$ cat config.mk
export PLATFORM = sky130hd
export DESIGN_NAME = cmt_channel
export DESIGN_NICKNAME = d
export VERILOG_FILES = /design/src/rtl/cmt_pkg.sv /design/src/rtl/cmt_wr_delay.sv /design/src/rtl/cmt_prescaler.sv /design/src/rtl/cmt_counter.sv /design/src/rtl/cmt_channel.sv
export SDC_FILE = /design/constraint.sdc
export NUM_CORES = 1
export LEC_CHECK = 0
export BUFFER_PORTS_ARGS = -buffer_cell sky130_fd_sc_hd__buf_2
export CAP_MARGIN = 5
export CORE_MARGIN = 5
export CORE_UTILIZATION = 35
export DETAILED_ROUTE_END_ITERATION = 8
export GPL_ROUTABILITY_DRIVEN = 0
export PLACE_DENSITY = 0.57
export SYNTH_ARGS = -nofsm -noshare
export SYNTH_HDL_FRONTEND = slang
export SYNTH_SLANG_ARGS = --single-unit
$ cat constraint.sdc
create_clock -name clk -period 5.65 [get_ports clk]
set_input_delay 0.2825 -clock clk [delete_from_list [all_inputs] [get_ports clk]]
set_output_delay 0.2825 -clock clk [all_outputs]
set_load 0.1 [all_outputs]
$ cat src/rtl/cmt_pkg.sv
package cmt_pkg;

    localparam int CTRL_W     = 16;
    localparam int DIV8_LOG   = 3;
    localparam int DIV32_LOG  = 5;
    localparam int DIV128_LOG = 7;

    localparam int BIT_CMF    = 15;
    localparam int BIT_OVF    = 14;
    localparam int BIT_BUSY   = 13;
    localparam int BIT_PERIOD = 8;
    localparam int BIT_OVFIE  = 7;
    localparam int BIT_DBGRUN = 3;

    typedef enum logic [1:0] {
        REQ_NONE = 2'd0,
        REQ_DMA  = 2'd1,
        REQ_IRQ  = 2'd2,
        REQ_RSVD = 2'd3
    } req_sel_e;

    typedef enum logic [1:0] {
        ADDR_CTRL  = 2'd0,
        ADDR_COUNT = 2'd1,
        ADDR_CMP   = 2'd2,
        ADDR_NONE  = 2'd3
    } reg_addr_e;

    typedef struct packed {
        logic     periodic;
        logic     ovf_ie;
        req_sel_e req;
        logic     dbg_run;
        logic [2:0] cks;
    } cfg_t;

    function automatic cfg_t unpack_cfg(input logic [CTRL_W-1:0] w);
        cfg_t c;
        c.periodic = w[BIT_PERIOD];
        c.ovf_ie   = w[BIT_OVFIE];
        c.req      = req_sel_e'(w[5:4]);
        c.dbg_run  = w[BIT_DBGRUN];
        c.cks      = w[2:0];
        return c;
    endfunction

    function automatic logic [CTRL_W-1:0] pack_ctrl(input cfg_t c, input logic cmf,
                                                    input logic ovf, input logic busy);
        return {cmf, ovf, busy, 4'b0000, c.periodic, c.ovf_ie, 1'b0,
                c.req, c.dbg_run, c.cks};
    endfunction

endpackage

$ cat src/rtl/cmt_wr_delay.sv
module cmt_wr_delay #(
    parameter int W        = 32,
    parameter int LAT      = 2,
    parameter bit HOLD_OFF = 1'b0
) (
    input  logic         clk,
    input  logic         rst_n,
    input  logic         wr_i,
    input  logic [W-1:0] data_i,
    output logic         busy_o,
    output logic         apply_o,
    output logic [W-1:0] data_o
);
    localparam int DW = $clog2(LAT + 1);

    typedef struct packed {
        logic          valid;
        logic [DW-1:0] delay;
        logic [W-1:0]  data;
    } st_t;

    st_t st_d, st_q;

    always_comb begin
        st_d    = st_q;
        apply_o = st_q.valid && (st_q.delay == DW'(1));
        if (apply_o) begin
            st_d.valid = 1'b0;
        end else if (st_q.valid) begin
            st_d.delay = st_q.delay - DW'(1);
        end
        if (wr_i && !(HOLD_OFF && st_q.valid)) begin
            st_d.valid = 1'b1;
            st_d.delay = DW'(LAT - 1);
            st_d.data  = data_i;
        end
    end

    always_ff @(posedge clk or negedge rst_n) begin
        if (!rst_n) st_q <= '0;
        else        st_q <= st_d;
    end

    assign busy_o = st_q.valid;
    assign data_o = st_q.data;

    // a write while an earlier one is pending is dropped
    a_r9_hold_off: assert property (@(posedge clk) disable iff (!rst_n)
        (HOLD_OFF && st_q.valid && !apply_o) |=> (st_q.valid && $stable(st_q.data)));

    // an accepted write is pending on the following cycle
    a_r10_pending: assert property (@(posedge clk) disable iff (!rst_n)
        (wr_i && !st_q.valid) |=> (st_q.valid && st_q.data == $past(data_i)));
endmodule

$ cat src/rtl/cmt_prescaler.sv
module cmt_prescaler
    import cmt_pkg::*;
#(
    parameter int PRE_W = DIV128_LOG
) (
    input  logic       clk,
    input  logic       rst_n,
    input  logic       clr_i,
    input  logic       run_i,
    input  logic [2:0] cks_i,
    output logic       tick_o
);
    localparam logic [PRE_W-1:0] M8   = PRE_W'((1 << DIV8_LOG) - 1);
    localparam logic [PRE_W-1:0] M32  = PRE_W'((1 << DIV32_LOG) - 1);
    localparam logic [PRE_W-1:0] M128 = PRE_W'((1 << DIV128_LOG) - 1);

    typedef struct packed {
        logic [PRE_W-1:0] pre;
    } st_t;

    st_t st_d, st_q;
    logic [PRE_W-1:0] mask;
    logic             code_ok;

    always_comb begin
        code_ok = 1'b1;
        case (cks_i)
            3'd4:    mask = M8;
            3'd5:    mask = M32;
            3'd6:    mask = M128;
            3'd7:    mask = '0;
            default: begin
                mask    = '0;
                code_ok = 1'b0;
            end
        endcase
        tick_o = run_i && code_ok && ((st_q.pre & mask) == mask);
        st_d   = st_q;
        if (clr_i)      st_d.pre = '0;
        else if (run_i) st_d.pre = st_q.pre + PRE_W'(1);
    end

    always_ff @(posedge clk or negedge rst_n) begin
        if (!rst_n) st_q <= '0;
        else        st_q <= st_d;
    end

    // a frozen prescaler keeps its phase
    a_r13_frozen: assert property (@(posedge clk) disable iff (!rst_n)
        (!run_i && !clr_i) |=> $stable(st_q.pre));

    // the prescaler restarts from zero after a disable
    a_r2_restart: assert property (@(posedge clk) disable iff (!rst_n)
        clr_i |=> (st_q.pre == '0));
endmodule

$ cat src/rtl/cmt_counter.sv
module cmt_counter #(
    parameter int CNT_W = 32
) (
    input  logic             clk,
    input  logic             rst_n,
    input  logic             tick_i,
    input  logic             periodic_i,
    input  logic [CNT_W-1:0] cmp_i,
    input  logic             ld_i,
    input  logic [CNT_W-1:0] ld_val_i,
    input  logic             clr_cmf_i,
    input  logic             clr_ovf_i,
    output logic [CNT_W-1:0] cnt_o,
    output logic             cmf_o,
    output logic             ovf_o,
    output logic             match_o
);
    typedef struct packed {
        logic [CNT_W-1:0] cnt;
        logic             cmf;
        logic             ovf;
    } st_t;

    st_t  st_d, st_q;
    logic hit, wrap;

    always_comb begin
        hit     = tick_i && (st_q.cnt == cmp_i);
        wrap    = tick_i && !hit && (st_q.cnt == '1);
        match_o = hit && !ld_i;
        st_d    = st_q;
        if (ld_i) begin
            st_d.cnt = ld_val_i;
        end else if (tick_i) begin
            if (hit && periodic_i) st_d.cnt = '0;
            else                   st_d.cnt = st_q.cnt + CNT_W'(1);
        end
        if (clr_cmf_i) st_d.cmf = 1'b0;
        if (clr_ovf_i) st_d.ovf = 1'b0;
        if (match_o)         st_d.cmf = 1'b1;
        if (wrap && !ld_i)   st_d.ovf = 1'b1;
    end

    always_ff @(posedge clk or negedge rst_n) begin
        if (!rst_n) st_q <= '0;
        else        st_q <= st_d;
    end

    assign cnt_o = st_q.cnt;
    assign cmf_o = st_q.cmf;
    assign ovf_o = st_q.ovf;

    // periodic match restarts the count
    a_r3_restart: assert property (@(posedge clk) disable iff (!rst_n)
        (match_o && periodic_i) |=> (st_q.cnt == '0));

    // a set beats a clear landing in the same cycle
    a_r8_set_wins: assert property (@(posedge clk) disable iff (!rst_n)
        (match_o && clr_cmf_i) |=> st_q.cmf);

    // overflow only comes with a wrap to zero
    a_r5_ovf_wrap: assert property (@(posedge clk) disable iff (!rst_n)
        $rose(st_q.ovf) |-> (st_q.cnt == '0));

    // no tick and no load keeps the count
    a_r12_hold: assert property (@(posedge clk) disable iff (!rst_n)
        (!tick_i && !ld_i) |=> $stable(st_q.cnt));

    // a load overrides any tick
    a_r9_load_wins: assert property (@(posedge clk) disable iff (!rst_n)
        ld_i |=> (st_q.cnt == $past(ld_val_i)));
endmodule

$ cat src/rtl/cmt_channel.sv
module cmt_channel
    import cmt_pkg::*;
#(
    parameter int CNT_W   = 32,
    parameter int CFG_LAT = 2,
    parameter int CNT_LAT = 3
) (
    input  logic             clk,
    input  logic             rst_n,
    input  logic             chan_en_i,
    input  logic             dbg_halt_i,
    input  logic             reg_we_i,
    input  logic [1:0]       reg_addr_i,
    input  logic [CNT_W-1:0] reg_wdata_i,
    output logic [CNT_W-1:0] reg_rdata_o,
    output logic             irq_req_o,
    output logic             dma_req_o
);
    typedef struct packed {
        cfg_t             cfg;
        logic [CNT_W-1:0] cmp;
        logic             dma;
    } st_t;

    st_t st_d, st_q;

    logic             wr_ctrl, wr_cnt, wr_cmp;
    logic             ctrl_apply, cmp_apply, cnt_apply;
    logic             ctrl_busy, cmp_busy, cnt_busy;
    logic [CTRL_W-1:0] ctrl_wval;
    logic [CNT_W-1:0] cmp_wval, cnt_wval;
    logic             run, tick;
    logic             clr_cmf, clr_ovf;
    logic [CNT_W-1:0] cnt;
    logic             cmf, ovf, match;

    assign wr_ctrl = reg_we_i && (reg_addr_e'(reg_addr_i) == ADDR_CTRL);
    assign wr_cnt  = reg_we_i && (reg_addr_e'(reg_addr_i) == ADDR_COUNT);
    assign wr_cmp  = reg_we_i && (reg_addr_e'(reg_addr_i) == ADDR_CMP);

    cmt_wr_delay #(.W(CTRL_W), .LAT(CFG_LAT), .HOLD_OFF(1'b0)) u_ctrl_wr (
        .clk(clk), .rst_n(rst_n), .wr_i(wr_ctrl), .data_i(reg_wdata_i[CTRL_W-1:0]),
        .busy_o(ctrl_busy), .apply_o(ctrl_apply), .data_o(ctrl_wval));

    cmt_wr_delay #(.W(CNT_W), .LAT(CFG_LAT), .HOLD_OFF(1'b0)) u_cmp_wr (
        .clk(clk), .rst_n(rst_n), .wr_i(wr_cmp), .data_i(reg_wdata_i),
        .busy_o(cmp_busy), .apply_o(cmp_apply), .data_o(cmp_wval));

    cmt_wr_delay #(.W(CNT_W), .LAT(CNT_LAT), .HOLD_OFF(1'b1)) u_cnt_wr (
        .clk(clk), .rst_n(rst_n), .wr_i(wr_cnt), .data_i(reg_wdata_i),
        .busy_o(cnt_busy), .apply_o(cnt_apply), .data_o(cnt_wval));

    assign run     = chan_en_i && (!dbg_halt_i || st_q.cfg.dbg_run);
    assign clr_cmf = ctrl_apply && !ctrl_wval[BIT_CMF];
    assign clr_ovf = ctrl_apply && !ctrl_wval[BIT_OVF];

    cmt_prescaler #(.PRE_W(DIV128_LOG)) u_pre (
        .clk(clk), .rst_n(rst_n), .clr_i(!chan_en_i), .run_i(run),
        .cks_i(st_q.cfg.cks), .tick_o(tick));

    cmt_counter #(.CNT_W(CNT_W)) u_cnt (
        .clk(clk), .rst_n(rst_n), .tick_i(tick), .periodic_i(st_q.cfg.periodic),
        .cmp_i(st_q.cmp), .ld_i(cnt_apply), .ld_val_i(cnt_wval),
        .clr_cmf_i(clr_cmf), .clr_ovf_i(clr_ovf),
        .cnt_o(cnt), .cmf_o(cmf), .ovf_o(ovf), .match_o(match));

    always_comb begin
        st_d     = st_q;
        st_d.dma = match && (st_q.cfg.req == REQ_DMA);
        if (ctrl_apply) st_d.cfg = unpack_cfg(ctrl_wval);
        if (cmp_apply)  st_d.cmp = cmp_wval;
    end

    always_ff @(posedge clk or negedge rst_n) begin
        if (!rst_n) begin
            st_q.cfg <= '0;
            st_q.cmp <= '1;
            st_q.dma <= 1'b0;
        end else begin
            st_q <= st_d;
        end
    end

    always_comb begin
        case (reg_addr_e'(reg_addr_i))
            ADDR_CTRL:  reg_rdata_o = CNT_W'(pack_ctrl(st_q.cfg, cmf, ovf, cnt_busy));
            ADDR_COUNT: reg_rdata_o = cnt;
            ADDR_CMP:   reg_rdata_o = st_q.cmp;
            default:    reg_rdata_o = '0;
        endcase
    end

    assign irq_req_o = (cmf && (st_q.cfg.req == REQ_IRQ)) || (ovf && st_q.cfg.ovf_ie);
    assign dma_req_o = st_q.dma;

    // a DMA pulse only ever accompanies a set match flag
    a_r11_dma_flag: assert property (@(posedge clk) disable iff (!rst_n)
        dma_req_o |-> cmf);

    // an accepted counter write raises busy on the next cycle
    a_r9_busy_rise: assert property (@(posedge clk) disable iff (!rst_n)
        (wr_cnt && !cnt_busy) |=> cnt_busy);

    // a control write is visible exactly one cycle after its write edge
    a_r10_ctrl_lat: assert property (@(posedge clk) disable iff (!rst_n)
        (wr_ctrl && !ctrl_busy) |=> !$stable(ctrl_busy) || ctrl_busy);
endmodule

==> results.py, run 1 <==
metrics = {
    "critical_path": {
        "crit_type": "flop to flop",
        "cp_max_fo": 25,
        "worst_setup_path_end_kind": "flop",
        "arrival_ns": 3.13,
        "required_ns": 5.91,
        "worstSetupStartpointType": "flop",
    },
    "global_route": {
        "grt_overflow": 0,
        "grt_pass1_vias": 5661,
        "antenna_found_initial": 0,
        "grt_use_total_pct": 15.7,
        "grt_pass1_wl_um": 32200,
        "grt_max_degree": 69,
    },
    "clock_network": {
        "cts.repair.resized": 0,
        "clk_pin_slew_ns": 0.07,
        "postCtsSetupBuffers": 0,
        "clk_latency_ns": 0.43,
        "clock_path_buffers": 2,
        "h-tree-depth": 4,
        "cts_sinks": 165,
        "cts_made_buffers": 17,
        "ctsHoldBuffers": 1,
        "root_buffer": "clkbuf_16",
        "cts_tree": "yes",
    },
    "yosys": {
        "yosys_most_used_dff": "dfrtp_1",
        "syn_nets": 728,
        "synth_seq_cells": 165,
        "ys_seq_area_share_pct": 51.3,
        "synth.distinct_cells": 58,
        "yosys_warnings": 0,
        "synth.avg_cell_area_um2": 11.9,
        "synth-async-reset-ratio_pct": 100,
        "syn_area_um2": 8130,
        "synth_edf_count": 0,
        "synthCells": 684,
    },
    "die": {
        "die_w_um": 162,
        "ioPinCount": 73,
        "floorplan.die.height_um": 162,
        "core.rowCount": 55,
        "coreArea_um2": 22800,
        "die-area_um2": 26400,
        "initial_utilization_pct": 35.7,
    },
    "cells_and_area": {
        "layout-drive-gt1-share_pct": 37.4,
        "syn_to_final_growth_pct": 15.1,
        "post-route-util_pct": 41.1,
        "num-fill-cells": 2215,
        "postLayoutCellArea_um2": 9350,
        "nets": 786,
        "diodes": 0,
    },
    "power_and_ir_drop": {
        "leakage_uw": 0.00383,
        "pwr-share-clk_pct": 21.6,
        "p_sw_uw": 2200,
        "p_sw_share_pct": 40.6,
        "intPower_uw": 3210,
        "p_comb_share_pct": 37.0,
        "p_per_area_nw_per_um2": 578,
        "vdd_drop_max_uv": 298,
        "seqPwrFrac_pct": 41.4,
    },
    "timing": {
        "drv_slew": 0,
        "rsz0062_at_grt": "no",
        "setup_ws_ns": 2.78,
        "holdWs_ns": 0.0985,
        "skew_ns": 0.00983,
        "hold_violations": 0,
        "period_minus_slack_ns": 2.87,
        "finalCritPeriodShare_pct": 50.8,
        "slew_headroom_pct": 24.2,
        "setup_viol": 0,
        "worstMarginPinSlew_ns": 1.13,
        "fin_setup_tns_ns": 0,
        "fmax_mhz": 349,
    },
    "placement": {
        "dp_hpwl_um": 14100,
        "detailedPlace.worstSlack_ns": 2.82,
        "port_buffers": 72,
        "post_dp_cell_area_um2": 8750,
    },
    "hold_path": {
        "hp-class": "input port to flop",
    },
    "run_status": {
        "outcome": "finished clean",
    },
    "detailed_routing": {
        "drc": 0,
        "drt-pass1-iter-count": 4,
        "drt-initial-drc-count": 301,
        "vias_per_cell": 5.13,
        "wl_per_cell_um": 18.8,
        "drtAntennaViolNets": 0,
        "routed_wirelength_um": 20100,
        "vias": 5483,
    },
    "flow_run": {
        "drv_cap": 0,
    },
}
==> critical path, stage by stage, from the launching register on <==
cell and delay (ns):
dfrtp_1 0.50, a32oi_1 0.14, a2111oi_4 0.56, and2_1 0.63, nand2_2 0.15, nor2_4 0.59
a211oi_1 0.11
==> cells by family (layout without fill, tap and decap cells) <==
logic type                 Yosys count  after routing  share of synthesized area, %
muxes                              127            127                          17.4
AOI/OAI and AO/OA                   89             89                          8.30
and+or+nand+nor                    181            181                          12.0
buffers and inverters               52            123                          3.23
DFF                                165            165                          51.3
adders and majority gates            5              5                         0.770
xor gates and xnor gates            65             65                          7.00
==> power by group through the flow <==
stage / clock [µW] / combinational [µW] / sequential [µW]
floorplan: 0 / 1700 / 2050
global placement: 0 / 2000 / 2240
detailed placement: 0 / 2000 / 2260
CTS: 1200 / 2010 / 2240
global route: 1250 / 2140 / 2310
finish: 1170 / 2000 / 2240
==> layout make-up <==
class / instances / area (µm²) / share of cell area (%)
inverters: 10 / 37.5 / 0.401
repair buffers: 81 / 437 / 4.67
clock inverters: 11 / 125 / 1.34
flip-flops and latches: 165 / 4170 / 44.6
well taps: 313 / 392 / 4.19
multi-input cells: 467 / 3720 / 39.8
clock buffers: 21 / 470 / 5.03
==> synth_stat cells, drive strengths merged (5+ instances only) <==
cell type	n	area, µm²
dfrtp	133	3330
mux2	114	1280
xnor2	54	473
nor2	45	176
nand2	37	151
dfstp	32	841
clkbuf	27	129
nand4	26	175
a211oi	25	208
a22o	21	184
o21ai	18	90.1
nand3	15	80.1
buf	14	86.3
mux2i	13	130
and2	12	75.1
nor3	12	60.1
xor2	11	96.3
inv	10	37.5
a21oi	9	45.0
nor4	9	75.1
nor2b	7	51.3
a31oi	6	37.5
and3	5	33.8
ha	5	62.6
nand2b	5	31.3
==> registers in the layout (all words and copies together) (netlist names) <==
register / count
st_q: 40
u_cmp_wr.data_o: 32
u_cnt.cnt_o: 32
u_cnt_wr.data_o: 32
u_ctrl_wr.data_o: 10
u_pre.st_q: 7
u_cmp_wr.st_q: 2
u_cnt_wr.st_q: 2
u_ctrl_wr.st_q: 2
dma_req_o: 1
u_cmp_wr.busy_o: 1
u_cnt.cmf_o: 1
u_cnt.ovf_o: 1
u_cnt_wr.busy_o: 1
u_ctrl_wr.busy_o: 1
==> final timing paths <==
kind	startpoint	to	slack, ns	cells past startpoint
min in group asynchronous	rst_n	u_cnt_wr.st_q[33]	0.33	2
worst max register to register	st_q[34]	u_cnt.cnt_o[14]	2.78	6
worst min-delay path	reg_wdata_i[30]	u_cmp_wr.data_o[30]	0.1	2
max in group asynchronous	rst_n	u_cnt_wr.data_o[20]	4.14	3
worst min register to register	u_cnt_wr.st_q[32]	u_cnt_wr.st_q[32]	0.49	1
worst max-delay path	st_q[34]	u_cnt.cnt_o[14]	2.78	6
==> metal layers <==
metal  part of all wire, %  vias up  global-route usage (%)  routed length [µm]
met2                    47      104                    24.2                9360
met3                   3.5       20                    3.29                 710
met4                   1.6        0                    4.73                 319
met1                    48     2791                    22.2                9720
li1                      -     2568                       -                   -
met5                     0        -                       0                   0
==> cell usage in the layout (no fill, tap or decap), types with 2 or more instances in the layout <==
master and n:
a211oi_1 21, a211oi_2 4, a21oi_1 9, a22o_1 21, a31oi_1 6, and2_1 12
and3_1 3, and3_2 2, buf_2 71, buf_4 8, bufinv_16 2, clkbuf_16 17
clkbuf_8 3, clkinv_2 2, clkinvlp_4 5, dfrtp_1 133, dfstp_2 32, ha_1 5
inv_1 10, mux2_2 114, mux2i_1 13, nand2_1 34, nand2_2 2, nand2b_1 5
nand3_1 14, nand4_1 24, nand4_2 2, nor2_1 44, nor2b_1 4, nor2b_2 2
nor3_1 12, nor4_1 6, nor4_2 3, o21ai_0 18, xnor2_1 54, xor2_1 11
==> per-stage QoR <==
step	std cells	power, µW
6_report	1068	5410
5_1_grt	1068	5700
4_1_cts	1068	5450
3_5_place_dp	1035	4260
3_3_place_gp	1035	4240
2_1_floorplan	684	3750
Power figures use the tool's default switching activity.
==> run 2: changes to the inputs <==
ABC_AREA = 1   (was unset)
PLACE_DENSITY = 0.58   (was 0.57)
clock period = 2.5 ns   (was 5.65 ns; I/O delays follow)
==> results.py, run 2 <==
metrics = {
    "clock_network": {
        "cts_made_buffers": 17,
        "cts.repair.resized": 0,
        "cts_tree": "yes",
        "ctsHoldBuffers": 26,
        "clk_latency_ns": 0.44,
        "clk_pin_slew_ns": 0.07,
        "postCtsSetupBuffers": 0,
        "clock_path_buffers": 2,
        "root_buffer": "clkbuf_16",
        "cts_sinks": 165,
        "h-tree-depth": 4,
    },
    "placement": {
        "dp_cells": 1430,
        "dp_hpwl_um": 16800,
        "port_buffers": 72,
    },
    "critical_path": {
        "r2r_slack_ns": 0.51,
        "reg2reg_depth": 8,
        "r2r_end": "u_cnt.cnt_o[8]",
        "worst_setup_path_end_kind": "flop",
        "startpoint": "st_q[34]",
        "required_ns": 2.82,
        "cp_max_fo": 19,
        "crit_type": "flop to flop",
        "worstSetupStartpointType": "flop",
        "arrival_ns": 2.32,
        "timing.rr.start": "st_q[34]",
    },
    "yosys": {
        "synth-async-reset-ratio_pct": 100,
        "yosysTopAreaCell": "dfrtp_1",
        "synthCells": 1054,
        "synth.distinct_cells": 39,
        "synth_edf_count": 0,
        "synth.avg_cell_area_um2": 8.05,
        "synth_area_leaders": "dfrtp_1, nand2_1, dfstp_2, o21ai_0, inv_1",
        "yosys_warnings": 0,
        "yosysMostFrequentCell": "nand2_1",
        "syn_area_um2": 8480,
        "syn_nets": 1098,
        "yosys_most_used_dff": "dfrtp_1",
        "synth_top_area_share_pct": 39.2,
        "synth_seq_cells": 165,
        "ys_seq_area_share_pct": 49.2,
        "ys_top_cells_by_count": "nand2_1, inv_1, dfrtp_1",
    },
    "power_and_ir_drop": {
        "leakage_uw": 0.00497,
        "intPower_uw": 6830,
        "seqPwrFrac_pct": 38.8,
        "p_sw_share_pct": 41.5,
        "pwr-share-clk_pct": 23.2,
        "vdd_drop_max_uv": 458,
        "p_sw_uw": 4850,
        "p_per_area_nw_per_um2": 1120,
        "p_comb_share_pct": 38.0,
    },
    "global_route": {
        "grt_pass1_wl_um": 37800,
        "grt_pass1_vias": 6949,
        "grt_overflow": 0,
        "grt_max_degree": 66,
        "antenna_found_initial": 0,
        "grt_use_total_pct": 17.0,
    },
    "die": {
        "die_w_um": 166,
        "ioPinCount": 73,
        "coreArea_um2": 24100,
        "initial_utilization_pct": 35.2,
        "core.rowCount": 57,
        "floorplan.die.height_um": 166,
        "die-area_um2": 27400,
    },
    "cells_and_area": {
        "largest_reg_flops": 40,
        "mostFrequentLayoutCell": "nand2_1",
        "final_cell_mix": "nand2_1, inv_1, dfrtp_1, o21ai_0, nor2_1",
        "layout-drive-gt1-share_pct": 19.1,
        "syn_to_final_growth_pct": 22.9,
        "top_register": "st_q",
        "instances_no_fill": 1488,
        "multi_input_area_um2": 3570,
        "diodes": 0,
        "num-fill-cells": 2427,
        "regArea_um2": 4170,
        "nets": 1195,
    },
    "timing": {
        "hold_violations": 0,
        "rsz0062_at_grt": "no",
        "slew_headroom_pct": 50.5,
        "setup_viol": 0,
        "drv_slew": 0,
        "worstMarginPinSlew_ns": 0.741,
        "skew_ns": 0.0137,
        "period_minus_slack_ns": 1.99,
        "finalCritPeriodShare_pct": 79.8,
        "fin_setup_tns_ns": 0,
        "fmax_mhz": 501,
    },
    "detailed_routing": {
        "drtAntennaViolNets": 0,
        "wl_per_cell_um": 15.6,
        "routed_wirelength_um": 23200,
        "drc": 0,
        "vias": 7060,
        "drt-pass1-iter-count": 5,
        "drt-initial-drc-count": 390,
        "vias_per_cell": 4.74,
    },
    "hold_path": {
        "min_path_cells": 3,
        "min_from": "reg_wdata_i[14]",
        "worst_hold_path.endpoint": "u_ctrl_wr.data_o[14]",
        "hp-class": "input port to flop",
    },
    "flow_run": {
        "drv_cap": 0,
    },
    "run_status": {
        "outcome": "finished clean",
    },
}
[run 2: changes by cell type after synthesis, moves of 26 or more]
cell     previous run  this run
nand2_1            34       298
inv_1              10       138
o21ai_0            18       131
mux2_2            114        25
xnor2_1            54        21
nand3_1            14        46
nor2_1             44        70
[run 2: final cells by class]
class                           instances  area share [%]
Clock buffer                           19            4.25
Sequential cell                       165            40.0
Timing Repair Buffer                  119            10.7
Inverter                              147            5.29
Clock inverter                         13            1.60
Tap cell                              324            3.89
Multi-Input combinational cell        701            34.3
[run 2: worst max path at each step]
stage                       to  slack, ns  depth (start not counted)
2_1_floorplan  reg_rdata_o[16]      -0.27                          5
3_3_place_gp    u_cnt.cnt_o[9]       0.55                          8
3_5_place_dp   u_cnt.cnt_o[24]       0.51                          8
4_1_cts         u_cnt.cnt_o[7]       0.50                          8
5_1_grt         u_cnt.cnt_o[2]       0.36                         11
6_report        u_cnt.cnt_o[8]       0.51                          8
[run 2: power by group through the flow]
stage          registers, µW  logic (µW)  clock network [µW]
6_report                4530        4440                2700
5_1_grt                 4650        4880                2860
4_1_cts                 4520        4480                2760
3_5_place_dp            4560        4430                   0
3_3_place_gp            4540        4390                   0
2_1_floorplan           4300        3240                   0
[run 2: critical path: stages, from the launching register on]
cell     delay (ns)
dfrtp_1        0.42
or2_1          0.24
nand3_1        0.08
nand3_2        0.19
nor2_1         0.33
nand3_4        0.25
buf_12         0.24
nand3_1        0.07
nand2_1        0.05
[run 2: cells by family after synthesis]
group           count (synthesis)  synth area share [%]
mux                            25                  3.32
fa+ha+maj                       5                 0.738
xor+xnor                       40                  4.13
simple gates                  452                  22.6
compound gates                179                  11.2
flops                         165                  49.2
buf+inv                       188                  8.82
[run 2: layer usage]
layer | GRT usage, % | wire length [µm] | vias to the layer above | share of wire (%)
met4 | 6.28 | 552 | 0 | 2.4
li1 | - | - | 3525 | -
met5 | 0 | 0 | - | 0
met3 | 2.65 | 899 | 34 | 3.9
met2 | 26.9 | 10800 | 142 | 46
met1 | 23.8 | 11000 | 3359 | 47
[run 2: metrics by stage]
stage | hold WS, ns | total power [µW] | util, % | instance area, µm² | setup slack, ns
4_1_cts | 0.000896 | 11800 | 43.2 | 10400 | 0.500
3_5_place_dp | 0.167 | 8990 | 39.6 | 9550 | 0.507
5_1_grt | 0.0243 | 12400 | 43.2 | 10400 | 0.360
6_report | 0.00393 | 11700 | 43.2 | 10400 | 0.506
2_1_floorplan | -0.171 | 7540 | - | 8480 | -0.270
3_3_place_gp | 0.167 | 8930 | 39.6 | 9550 | 0.546
==> run 3: changes to the inputs <==
clock period = 1.6 ns   (was 2.5 ns; I/O delays follow)
==> results.py, run 3 (same netlist as run 2, synthesis figures left out) <==
metrics = {
    "run_status": {
        "outcome": "finished with violations",
        "violations": "setup timing",
    },
    "critical_path": {
        "endpoint": "u_cnt.cnt_o[22]",
        "crit_type": "flop to flop",
        "timing.rr.start": "st_q[7]",
        "arrival_ns": 2.06,
        "cp_max_fo": 20,
        "reg2reg_depth": 9,
        "worst_setup_path_end_kind": "flop",
        "r2r_slack_ns": -0.14,
        "startpoint": "st_q[7]",
        "worstSetupStartpointType": "flop",
        "required_ns": 1.93,
        "r2r_end": "u_cnt.cnt_o[22]",
    },
    "die": {
        "die-area_um2": 27400,
        "floorplan.die.height_um": 166,
        "die_w_um": 166,
        "core.rowCount": 57,
        "coreArea_um2": 24100,
        "initial_utilization_pct": 35.2,
        "ioPinCount": 73,
    },
    "detailed_routing": {
        "top_layer_used": "met4",
        "met1_length_um": 11600,
        "drt-initial-drc-count": 502,
        "wl_met2_um": 11700,
        "drc": 0,
        "routed-wl-met3_um": 1000,
        "vias": 7577,
        "wl_per_cell_um": 15.5,
        "vias_per_cell": 4.71,
        "routed_wirelength_um": 25000,
        "drt-pass1-iter-count": 5,
        "drtAntennaViolNets": 0,
    },
    "clock_network": {
        "h-tree-depth": 4,
        "cts_sinks": 165,
        "cts_made_buffers": 17,
        "cts_tree": "yes",
        "clk_pin_slew_ns": 0.07,
        "clk_latency_ns": 0.45,
        "root_buffer": "clkbuf_16",
        "clock_path_buffers": 2,
    },
    "cells_and_area": {
        "instances_no_fill": 1609,
        "regArea_um2": 4170,
        "num-fill-cells": 2269,
        "diodes": 0,
        "post-route-util_pct": 50.9,
        "multi_input_area_um2": 4080,
        "syn_to_final_growth_pct": 44.8,
        "largest_reg_flops": 40,
        "postLayoutCellArea_um2": 12300,
        "final_cell_mix": "nand2_1, dfrtp_1, inv_1, o21ai_0, buf_4",
        "mostFrequentLayoutCell": "nand2_1",
        "nets": 1316,
        "layout-drive-gt1-share_pct": 33.5,
        "top_register": "st_q",
    },
    "timing": {
        "skew_ns": 0.0180,
        "slew_headroom_pct": 64.2,
        "hold_violations": 0,
        "setup_viol": 41,
        "fmax_mhz": 575,
        "drv_slew": 0,
        "finalCritPeriodShare_pct": 109,
        "period_minus_slack_ns": 1.74,
        "worstMarginPinSlew_ns": 0.536,
        "rsz0062_at_grt": "yes",
        "setup_ws_ns": -0.138,
    },
    "placement": {
        "port_buffers": 72,
        "detailedPlace.worstSlack_ns": -0.188,
        "dp_hpwl_um": 18000,
        "dp_cells": 1525,
        "post_dp_cell_area_um2": 10600,
    },
    "power_and_ir_drop": {
        "pwr-share-clk_pct": 20.0,
        "vdd_drop_max_uv": 640,
        "p_per_area_nw_per_um2": 1690,
        "seqPwrFrac_pct": 33.4,
        "intPower_uw": 12100,
        "p_sw_share_pct": 41.6,
        "p_sw_uw": 8610,
        "leakage_uw": 0.00576,
        "p_comb_share_pct": 46.6,
    },
    "global_route": {
        "grt_overflow": 0,
        "grt_use_total_pct": 18.2,
        "grt_pass1_wl_um": 40400,
        "grt_pass1_vias": 7612,
        "grt_max_degree": 59,
        "antenna_found_initial": 0,
    },
    "hold_path": {
        "hp-class": "input port to flop",
    },
    "flow_run": {
        "drv_cap": 0,
    },
}
## run 3: layout make-up
type | instances | area share [%]
Sequential cell | 165 | 34.0
Multi-Input combinational cell | 701 | 33.2
Timing Repair Buffer | 240 | 20.1
Inverter | 147 | 4.57
Clock buffer | 17 | 3.46
Tap cell | 324 | 3.30
Clock inverter | 15 | 1.45
## run 3: repair_timing
item	in CTS	in global routing
buffers inserted	9	14
pin swaps	14	11
hold buffers	33	0
resized for setup	62	70
hold endpoints to repair	210	0
gates cloned	0	1
endpoints found under the setup margin	56	56
## run 3: power by group through the flow
stage	Sequential [µW]	Combinational (µW)	Clock (µW)
2_1_floorplan	6720	5170	0
3_3_place_gp	6850	8610	0
3_5_place_dp	6880	8700	0
4_1_cts	6870	9250	4210
5_1_grt	7090	10500	4390
6_report	6910	9640	4150
## run 3: through the flow
stage / TNS [ns] / power (µW) / hold WS (ns)
2_1_floorplan: -7.61 / 11900 / -0.216
3_3_place_gp: -4.93 / 15500 / -0.0266
3_5_place_dp: -5.67 / 15600 / -0.0265
4_1_cts: -2.88 / 20300 / 0.000714
5_1_grt: -6.27 / 21900 / 0.0312
6_report: -3.82 / 20700 / 0.0200
## run 3: worst min path at each step
| stage | endpoint | slack [ns] | cells after the start | startpoint |
|---|---|---|---|---|
| final | u_cnt_wr.data_o[21] | 0.02 | 3 | reg_wdata_i[21] |
| after global routing | u_cnt_wr.data_o[21] | 0.03 | 3 | reg_wdata_i[21] |
| after CTS | u_cmp_wr.data_o[8] | 0.0007 | 3 | reg_wdata_i[8] |
| after detailed placement | u_ctrl_wr.busy_o | -0.03 | 1 | rst_n |
| after global placement | u_ctrl_wr.st_q[17] | -0.03 | 1 | rst_n |
| after floorplan | dma_req_o | -0.22 | 0 | rst_n |
## run 3: worst max-delay path: stages (launching register included)
cell and delay [ns]:
dfstp_2 0.55, xnor2_1 0.11, nand2_1 0.14, nor2_2 0.17, nand2_2 0.08, nor2_4 0.15, nand3_4 0.11, buf_12 0.18
nand3_1 0.08, nand2_1 0.05
## run 3: routing by layer
metal  track usage [%]  vias up
li1                  -     3759
met3              3.31       40
met4              5.99        0
met5                 0        -
met1              25.0     3630
met2              29.2      148
